## config.mk

```make
export PLATFORM = sky130hd
export DESIGN_NAME = trap_ctrl
export DESIGN_NICKNAME = d
export VERILOG_FILES = /design/src/rtl/trap_pkg.sv /design/src/rtl/trap_arbiter.sv /design/src/rtl/pc_unit.sv /design/src/rtl/wb_path.sv /design/src/rtl/trap_ctrl.sv
export SDC_FILE = /design/constraint.sdc
export NUM_CORES = 1
export LEC_CHECK = 0
export ABC_AREA = 1
export BUFFER_PORTS_ARGS = -buffer_cell sky130_fd_sc_hd__buf_2
export CAP_MARGIN = 10
export CORE_MARGIN = 4
export CORE_UTILIZATION = 40
export CTS_CLUSTER_DIAMETER = 30
export CTS_CLUSTER_SIZE = 8
export DETAILED_ROUTE_END_ITERATION = 10
export GPL_TIMING_DRIVEN = 0
export PLACE_DENSITY = 0.81
export SLEW_MARGIN = 20
export SYNTH_ARGS = -nofsm -noshare
export SYNTH_HDL_FRONTEND = slang
export SYNTH_SLANG_ARGS = --single-unit
export TNS_END_PERCENT = 20
```

## constraint.sdc

```tcl
create_clock -name clk -period 1.9 [get_ports clk]
set_input_delay 0.095 -clock clk [delete_from_list [all_inputs] [get_ports clk]]
set_output_delay 0.095 -clock clk [all_outputs]
set_load 0.02 [all_outputs]
```

## src/rtl/trap_pkg.sv

```systemverilog
package trap_pkg;

    localparam int XLEN       = 32;
    localparam int REG_AW     = 5;
    localparam int PCSEL_W    = 3;
    localparam int WDSEL_W    = 2;
    localparam int ALIGN_BITS = 2;
    localparam int INSN_BYTES = 4;

    localparam logic [REG_AW-1:0] LINK_REG     = REG_AW'(30);
    localparam logic [XLEN-1:0]   VEC_BADOP    = XLEN'(32'h4);
    localparam logic [XLEN-1:0]   VEC_EXTINT   = XLEN'(32'h8);
    localparam logic [XLEN-1:0]   RESET_PC     = '0;

    typedef enum logic [PCSEL_W-1:0] {
        NPC_SEQ    = 3'd0,
        NPC_BRANCH = 3'd1,
        NPC_JUMP   = 3'd2,
        NPC_BADOP  = 3'd3,
        NPC_EXTINT = 3'd4
    } npc_sel_e;

    typedef enum logic [WDSEL_W-1:0] {
        WD_ALU  = 2'd0,
        WD_MEM  = 2'd1,
        WD_LINK = 2'd2
    } wd_sel_e;

    typedef struct packed {
        logic [PCSEL_W-1:0] npc_sel;
        logic               wa_sel;
        logic [WDSEL_W-1:0] wd_sel;
        logic               reg_we;
        logic               mem_we;
    } ctrl_t;

    function automatic logic [XLEN-1:0] align_pc(input logic [XLEN-1:0] a);
        return {a[XLEN-1:ALIGN_BITS], {ALIGN_BITS{1'b0}}};
    endfunction

endpackage

```

## src/rtl/trap_arbiter.sv

```systemverilog
module trap_arbiter
    import trap_pkg::*;
(
    input  ctrl_t dec_ctrl,
    input  logic  illop,
    input  logic  irq,
    output ctrl_t fin_ctrl,
    output logic  event_taken
);

    logic take_int;
    logic take_bad;

    always_comb begin
        take_int    = irq;
        take_bad    = illop && !irq;
        event_taken = take_int || take_bad;

        fin_ctrl = dec_ctrl;
        if (event_taken) begin
            fin_ctrl.npc_sel = take_int ? NPC_EXTINT : NPC_BADOP;
            fin_ctrl.wa_sel  = 1'b1;
            fin_ctrl.wd_sel  = WD_LINK;
            fin_ctrl.reg_we  = 1'b1;
            fin_ctrl.mem_we  = 1'b0;
        end
    end

endmodule

```

## src/rtl/pc_unit.sv

```systemverilog
module pc_unit
    import trap_pkg::*;
(
    input  logic               clk,
    input  logic               rst,
    input  logic [PCSEL_W-1:0] npc_sel,
    input  logic [XLEN-1:0]    branch_target,
    input  logic [XLEN-1:0]    jump_target,
    output logic [XLEN-1:0]    pc,
    output logic [XLEN-1:0]    pc_plus4,
    output logic [XLEN-1:0]    pc_next
);

    logic [XLEN-1:0] raw_next;

    assign pc_plus4 = pc + XLEN'(INSN_BYTES);

    always_comb begin
        case (npc_sel)
            NPC_BRANCH: raw_next = branch_target;
            NPC_JUMP:   raw_next = jump_target;
            NPC_BADOP:  raw_next = VEC_BADOP;
            NPC_EXTINT: raw_next = VEC_EXTINT;
            default:    raw_next = pc_plus4;
        endcase
        pc_next = align_pc(raw_next);
    end

    always_ff @(posedge clk) begin
        if (rst) pc <= RESET_PC;
        else     pc <= pc_next;
    end

    // the register follows the next PC and stays aligned
    a_r9_pc_follows: assert property (@(posedge clk) disable iff (rst)
        !$past(rst) |-> (pc == $past(pc_next)));
    a_r9_pc_aligned: assert property (@(posedge clk) disable iff (rst)
        pc[ALIGN_BITS-1:0] == '0);

endmodule

```

## src/rtl/wb_path.sv

```systemverilog
module wb_path
    import trap_pkg::*;
(
    input  logic               wa_sel,
    input  logic [WDSEL_W-1:0] wd_sel,
    input  logic [REG_AW-1:0]  rc_field,
    input  logic [XLEN-1:0]    alu_result,
    input  logic [XLEN-1:0]    mem_rdata,
    input  logic [XLEN-1:0]    pc_plus4,
    output logic [REG_AW-1:0]  wb_addr,
    output logic [XLEN-1:0]    wb_data
);

    assign wb_addr = wa_sel ? LINK_REG : rc_field;

    always_comb begin
        case (wd_sel)
            WD_MEM:  wb_data = mem_rdata;
            WD_LINK: wb_data = pc_plus4;
            default: wb_data = alu_result;
        endcase
    end

endmodule

```

## src/rtl/trap_ctrl.sv

```systemverilog
module trap_ctrl
    import trap_pkg::*;
(
    input  logic               clk,
    input  logic               rst,
    input  logic [PCSEL_W-1:0] dec_pc_sel,
    input  logic               dec_wa_sel,
    input  logic [WDSEL_W-1:0] dec_wd_sel,
    input  logic               dec_reg_we,
    input  logic               dec_mem_we,
    input  logic               illop,
    input  logic               irq,
    input  logic [REG_AW-1:0]  rc_field,
    input  logic [XLEN-1:0]    branch_target,
    input  logic [XLEN-1:0]    jump_target,
    input  logic [XLEN-1:0]    alu_result,
    input  logic [XLEN-1:0]    mem_rdata,
    output logic [XLEN-1:0]    pc,
    output logic [XLEN-1:0]    pc_next,
    output logic [PCSEL_W-1:0] fin_pc_sel,
    output logic               fin_wa_sel,
    output logic [WDSEL_W-1:0] fin_wd_sel,
    output logic               fin_reg_we,
    output logic               fin_mem_we,
    output logic [REG_AW-1:0]  wb_addr,
    output logic [XLEN-1:0]    wb_data
);

    ctrl_t           dec_ctrl;
    ctrl_t           fin_ctrl;
    logic            event_taken;
    logic [XLEN-1:0] pc_plus4;

    assign dec_ctrl = '{npc_sel: dec_pc_sel, wa_sel: dec_wa_sel, wd_sel: dec_wd_sel,
                        reg_we: dec_reg_we, mem_we: dec_mem_we};

    trap_arbiter u_arb (
        .dec_ctrl    (dec_ctrl),
        .illop       (illop),
        .irq         (irq),
        .fin_ctrl    (fin_ctrl),
        .event_taken (event_taken)
    );

    pc_unit u_pc (
        .clk           (clk),
        .rst           (rst),
        .npc_sel       (fin_ctrl.npc_sel),
        .branch_target (branch_target),
        .jump_target   (jump_target),
        .pc            (pc),
        .pc_plus4      (pc_plus4),
        .pc_next       (pc_next)
    );

    wb_path u_wb (
        .wa_sel     (fin_ctrl.wa_sel),
        .wd_sel     (fin_ctrl.wd_sel),
        .rc_field   (rc_field),
        .alu_result (alu_result),
        .mem_rdata  (mem_rdata),
        .pc_plus4   (pc_plus4),
        .wb_addr    (wb_addr),
        .wb_data    (wb_data)
    );

    assign fin_pc_sel = fin_ctrl.npc_sel;
    assign fin_wa_sel = fin_ctrl.wa_sel;
    assign fin_wd_sel = fin_ctrl.wd_sel;
    assign fin_reg_we = fin_ctrl.reg_we;
    assign fin_mem_we = fin_ctrl.mem_we;

    a_r2_passthrough: assert property (@(posedge clk) disable iff (rst)
        !(illop || irq) |-> (fin_pc_sel == dec_pc_sel && fin_wa_sel == dec_wa_sel &&
                             fin_wd_sel == dec_wd_sel && fin_reg_we == dec_reg_we &&
                             fin_mem_we == dec_mem_we));
    a_r3_badop_vector: assert property (@(posedge clk) disable iff (rst)
        (illop && !irq) |-> (fin_pc_sel == 3'd3 && pc_next == 32'h4));
    a_r4_int_vector: assert property (@(posedge clk) disable iff (rst)
        irq |-> (fin_pc_sel == 3'd4 && pc_next == 32'h8));
    a_r5_int_wins: assert property (@(posedge clk) disable iff (rst)
        (illop && irq) |-> (pc_next == 32'h8));
    a_r6_link_write: assert property (@(posedge clk) disable iff (rst)
        (illop || irq) |-> (wb_addr == 5'd30 && wb_data == pc + 32'd4));
    a_r7_no_side_effect: assert property (@(posedge clk) disable iff (rst)
        (illop || irq) |-> (!fin_mem_we && fin_reg_we));

endmodule

```

Word level (Yosys, flattened, before mapping) --
Index checks and enable logic that the tools add are counted.
Storage, ports and cells: register bits after elaboration 32, input bits 145, bits in latches 0, memories 0, bits in read-only memories 0, bits in writable memories 0, word-level logic and storage cells 17, output and inout bits 109
Cells by class: add/sub/neg operators 1, multiply operators 0, divide/modulo/power cells 0, shift-type cells 0, eq/ne operators 6, reduce and logical (&&, ||, !) cells 3, multiplexer cells 5, $lt $le $gt $ge 0, bitwise operators 0
Operators by type and width (count):
- case mux 32 bit (4 select lines) | 1
- case mux 32 bit (2 select lines) | 1
- adder 32 x 3 -> 32 bit, second input constant | 1
- 2-to-1 mux 8 bit | 1
- equality test 3 x 2 -> 1 bit, second input constant | 2
- 2-to-1 mux 5 bit | 1
- equality test 3 x 1 -> 1 bit, second input constant | 1
- equality test 3 bit, second input constant | 1
- 2-to-1 mux 3 bit | 1
- equality test 2 x 1 -> 1 bit, second input constant | 1
- equality test 2 bit, second input constant | 1
- logical AND 1 bit | 1
- logical NOT 1 bit | 1
- logical OR 1 bit | 1

Depth between registers and ports, before layout --
depth after elaboration 6, depth in mapped cells 12, mapped depth without buffers 10

Hierarchy --
A second synthesis with hierarchy kept.
Second synthesis, totals: cells, all modules 740, area, all modules 3677.3 um^2
By module, submodules not included:
- pc_unit | instances 1, area an instance 2688.8 um^2, cells each 504, seq. area each 600.6 um^2
- wb_path | instances 1, area an instance 910.9 um^2, cells each 216, seq. area each 0.0 um^2
- trap_arbiter | instances 1, area an instance 77.6 um^2, cells each 20, seq. area each 0.0 um^2

Least setup slack after synthesis --
OpenSTA, ideal clock, no wires.
kind input port to output port, from input illop, to output wb_data[10], stages on the path 12, slack 0.080 ns, data required time 1.805 ns, arrival 1.725 ns, path buffers 2, cell sequence nor2_1 inv_1 nor2_1 inv_1 ha_1 buf_2 inv_1 nand2_1 inv_1 buf_2 nand2_1 nand3_1
On the way: cells in the longest elaborated chain, start to end 5, elaborated cells between the ends (all ways) 6, those cells by class 2 x eq/ne; 2 x mux; 2 x reduce/logical
Ends and longest elaborated chain:
- from (decl) | line trap_ctrl.sv:11 | input logic illop,
- logical AND 1 bit * | line trap_arbiter.sv:16 | take_bad = illop && !irq;
- logical OR 1 bit * | line trap_arbiter.sv:17 | event_taken = take_int || take_bad;
- 2-to-1 mux 8 bit * | line trap_arbiter.sv:20 | if (event_taken) begin
- named net fin_wd_sel[1] | line trap_ctrl.sv:22 | output logic [WDSEL_W-1:0] fin_wd_sel,
- equality test 2 bit or equality test 2 x 1 -> 1 bit (tied branches) | line wb_path.sv:17 | case (wd_sel)
- case mux 32 bit (2 select lines) * | line wb_path.sv:17
- to (decl) | line trap_ctrl.sv:26 | output logic [XLEN-1:0] wb_data
The timed path passes the listed nets; every way through them passes the cells marked *.

Worst setup path after layout --
from register u_pc.pc[2], to output wb_data[20]
On the way: cells in the longest elaborated chain, start to end 2
Ends and longest elaborated chain:
- from (decl) | line pc_unit.sv:9 | output logic [XLEN-1:0] pc,
- from (signal assigned) | line pc_unit.sv:31 | else pc <= pc_next;
- adder 32 x 3 -> 32 bit | line pc_unit.sv:16 | assign pc_plus4 = pc + XLEN'(INSN_BYTES);
- case mux 32 bit (2 select lines) | line wb_path.sv:17
No other way between the ends.

==> impl_results.md <==
- Initial antenna violation count: 0
- Netlist Area Pre-Place: ~3200 um2
- Fmax: about 0.5 GHz
- Area Overhead vs Synth: 60.99%
- Fin Clk Skew: between 0.008 and 0.009 ns
- Die W: slightly below 100 um
- Clk sink count: 30
- Hold crit path type: input pin to flip-flop
- Worst path arrival time: ~1.9 ns
- Syn Area/Cell: 5.269 um2
- Cell accounting for the most synthesized area: nand2_1
- Drt total wl: 15120 um
- Crit start category: flip-flop
- Setup CP Type: flip-flop to output port
- Asr flop ratio synth: 0%
- CP max FO: 5
- Gate Count Post-Synth: just over 600
- Unrepaired setup endpoints after global routing: true
- CTS Buf Count: 5
- Initial Util: between 40 and 50%
- Distinct cells, synth: 31
- Crit end category: output port
- Synthesis-stage register bit count: 30
- I/O Buffers: around 240
- Hold Path Sink: u_pc.pc[3]
- H-tree depth: 2
- Clock buffer depth: 2
- Worst-skew pair later-pin latency: about 0.30 ns
- Top-area cell type share of the netlist area: 27.64%
- Largest net degree at the start of global routing: 11
- Vias: 4888
- Final setup vio count: 18
- DRT Pass-1 Iters: 5
- Final GP Congestion: roughly 0.93
- Die area: 9619 um2
- I/O pin count: 254
- Least-Margin Pin Slew: 0.5958 ns
- Synth top area cells: nand2_1, dfxtp_1, nand3_1
- Worst R2R Setup Slack: 0.25 ns
- Post-route insts no fill: about 980
- Top reg by flops: u_pc.pc
- Final WS setup: -0.09085 ns
- Gr usage total: between 20% and 30%
- Worst EP required: 1.80 ns
- Layout cell share with drive strength beyond 1: 45.29%
- Main flop type after synthesis: dfxtp_1
- DPL Wire Length: 11870 um
- Placed Cells: 965
- Max-Cap Viols: 0
- Max-slew violation count: 0
- Post-CTS Hold Buffers: 0
- PwrDens: 487.8 nW/um2
- Outcome: finished, violations left
- First-pass GRT wire length: between 20000 and 25000 um
- Count leader, synth: nand2_1
- Failing checks: negative setup slack
- Top cells by count, synth: nand2_1, nand3_1, nor2_1, inv_1, dfxtp_1
- Relative slew margins: between 60% and 70%
- Vias/cell: about 5.0
- Layout net count: around 1000
- FP Rows: 32
- Worst Reg2Reg Path Length in Cells: 9
- Die H: 98.08 um
- Diodes inserted: 0
- WHS Path Cells: 3
- Drt wl/cell: 15.38 um
- Register area share after synthesis: a little under a fifth
- Final Hold Fails: 0
- CTS tree: done
- CORE AREA: a little under 8000 um2
- Reg2reg end: u_pc.pc[20]
- Number of flops mapped to enable cells by yosys: 0
- Yosys Warn Count: 0
- Number of flip-flops in the largest register: 30
- Reg clk slew, reported paths: about 0.080 ns
- Antenna Violating Nets Remaining: 0
- Residual DRC: 0
- LEAKAGE: approximately 3.0 nW
- Root buf cell: clkbuf_8
- Min cycle time layout: 1.991 ns
- Worst r2r src: u_pc.pc[2]
- Number of global-route vias before repair: approximately 4600
- Total global routing overflow: 0
- Iter 0 DRT Violations: 293
- VDD IR max: approximately 0.00027 V
- Top flop regs: u_pc.pc: 30 flops
- Tot Pwr: ~2.5 mW
- Tcrit/Tclk final: 104.8%
- Worst hold path startpoint: jump_target[3]
[repair_timing]
| item | in CTS | in global routing |
|---|---|---|
| endpoints found under the setup margin | 58 | 58 |
| pin swaps | 13 | 17 |
| resized for setup | 62 | 102 |
| setup buffers | 5 | 5 |
[power breakdown]
| part | switching (mW) | internal, mW |
|---|---|---|
| combinational | 0.755 | 0.476 |
| sequential | 0.0688 | 0.672 |
| clock | 0.285 | 0.291 |
| total | 1.11 | 1.44 |
[logic make-up (layout without fill, tap and decap cells)]
| group | count (synthesis) | in the layout | share of synthesized area [%] |
|---|---|---|---|
| other cells | 1 | 4 | 0.1155 |
| buf+inv | 101 | 363 | 13.92 |
| flops | 30 | 30 | 18.50 |
| fa+ha+maj | 3 | 3 | 1.157 |
| simple gates | 430 | 430 | 56.01 |
| compound gates | 41 | 41 | 7.594 |
| xor+xnor | 10 | 10 | 2.699 |
[final cells by class]
cell class                      instances  area (um2)
Fill cell                             727        2582
Clock inverter                          2       12.51
Sequential cell                        30       651.9
Clock buffer                            6       82.58
Multi-Input combinational cell        488        2481
Tap cell                              102       127.6
Buffer                                 29       224.0
Inverter                               72       280.3
Timing Repair Buffer                  254        1365
[worst max-delay path by stage]
stage	endpoint	cells after the start	from
5_1_grt	pc_next[13]	10	u_pc.pc[2]
3_5_place_dp	wb_data[23]	14	illop
3_3_place_gp	wb_data[14]	14	illop
6_report	wb_data[20]	8	u_pc.pc[2]
2_1_floorplan	wb_data[10]	12	illop
4_1_cts	wb_data[20]	8	u_pc.pc[3]
[worst max-delay path, stage by stage, from the launching register on]
cell and delay [ns]:
dfxtp_4 0.38, ha_4 0.15, nand2_4 0.05, nor2_4 0.17, nand3b_1 0.22, o21ai_2 0.21, nand2_1 0.11, a21o_1 0.18
buf_6 0.13
[cell usage in the layout (no fill, tap or decap), types with 4 or more instances in the layout]
| cell type | instances |
|---|---|
| buf_2 | 227 |
| or2_2 | 5 |
| dfxtp_2 | 11 |
| inv_1 | 63 |
| o211ai_1 | 6 |
| clkbuf_8 | 7 |
| nand2_2 | 27 |
| nor2_4 | 12 |
| clkbuf_1 | 5 |
| conb_1 | 4 |
| a21oi_1 | 19 |
| nand3_1 | 84 |
| nor2_2 | 13 |
| inv_2 | 6 |
| nand2_4 | 5 |
| nor2_1 | 61 |
| buf_4 | 33 |
| dfxtp_4 | 10 |
| dfxtp_1 | 9 |
| nand3_2 | 10 |
| nand2_1 | 210 |
| buf_6 | 10 |
| xor2_1 | 4 |
[through the flow]
step	setup WS, ns	utilization [%]	hold slack [ns]	TNS (ns)	instance area (um2)
global route	-0.1784	66.92	0.1339	-4.092	5225
finish	-0.09085	66.92	0.08279	-0.4902	5225
floorplan	0.08008	-	0.2413	0	3257
CTS	-0.09805	62.87	0.08649	-0.2122	4908
detailed placement	-0.3786	58.99	0.3870	-9.611	4606
global placement	-0.3784	58.99	0.3753	-9.082	4606
[per-layer routing]
layer / global-route usage, % / vias to the layer above / part of all wire (%)
met5: 0 / - / 0
met4: 10.01 / 0 / 2.9
met3: 7.286 / 27 / 9.5
met2: 50.47 / 236 / 48
met1: 34.95 / 2192 / 40
li1: - / 2433 / -
Note: power is estimated with default switching activity, not from simulation.
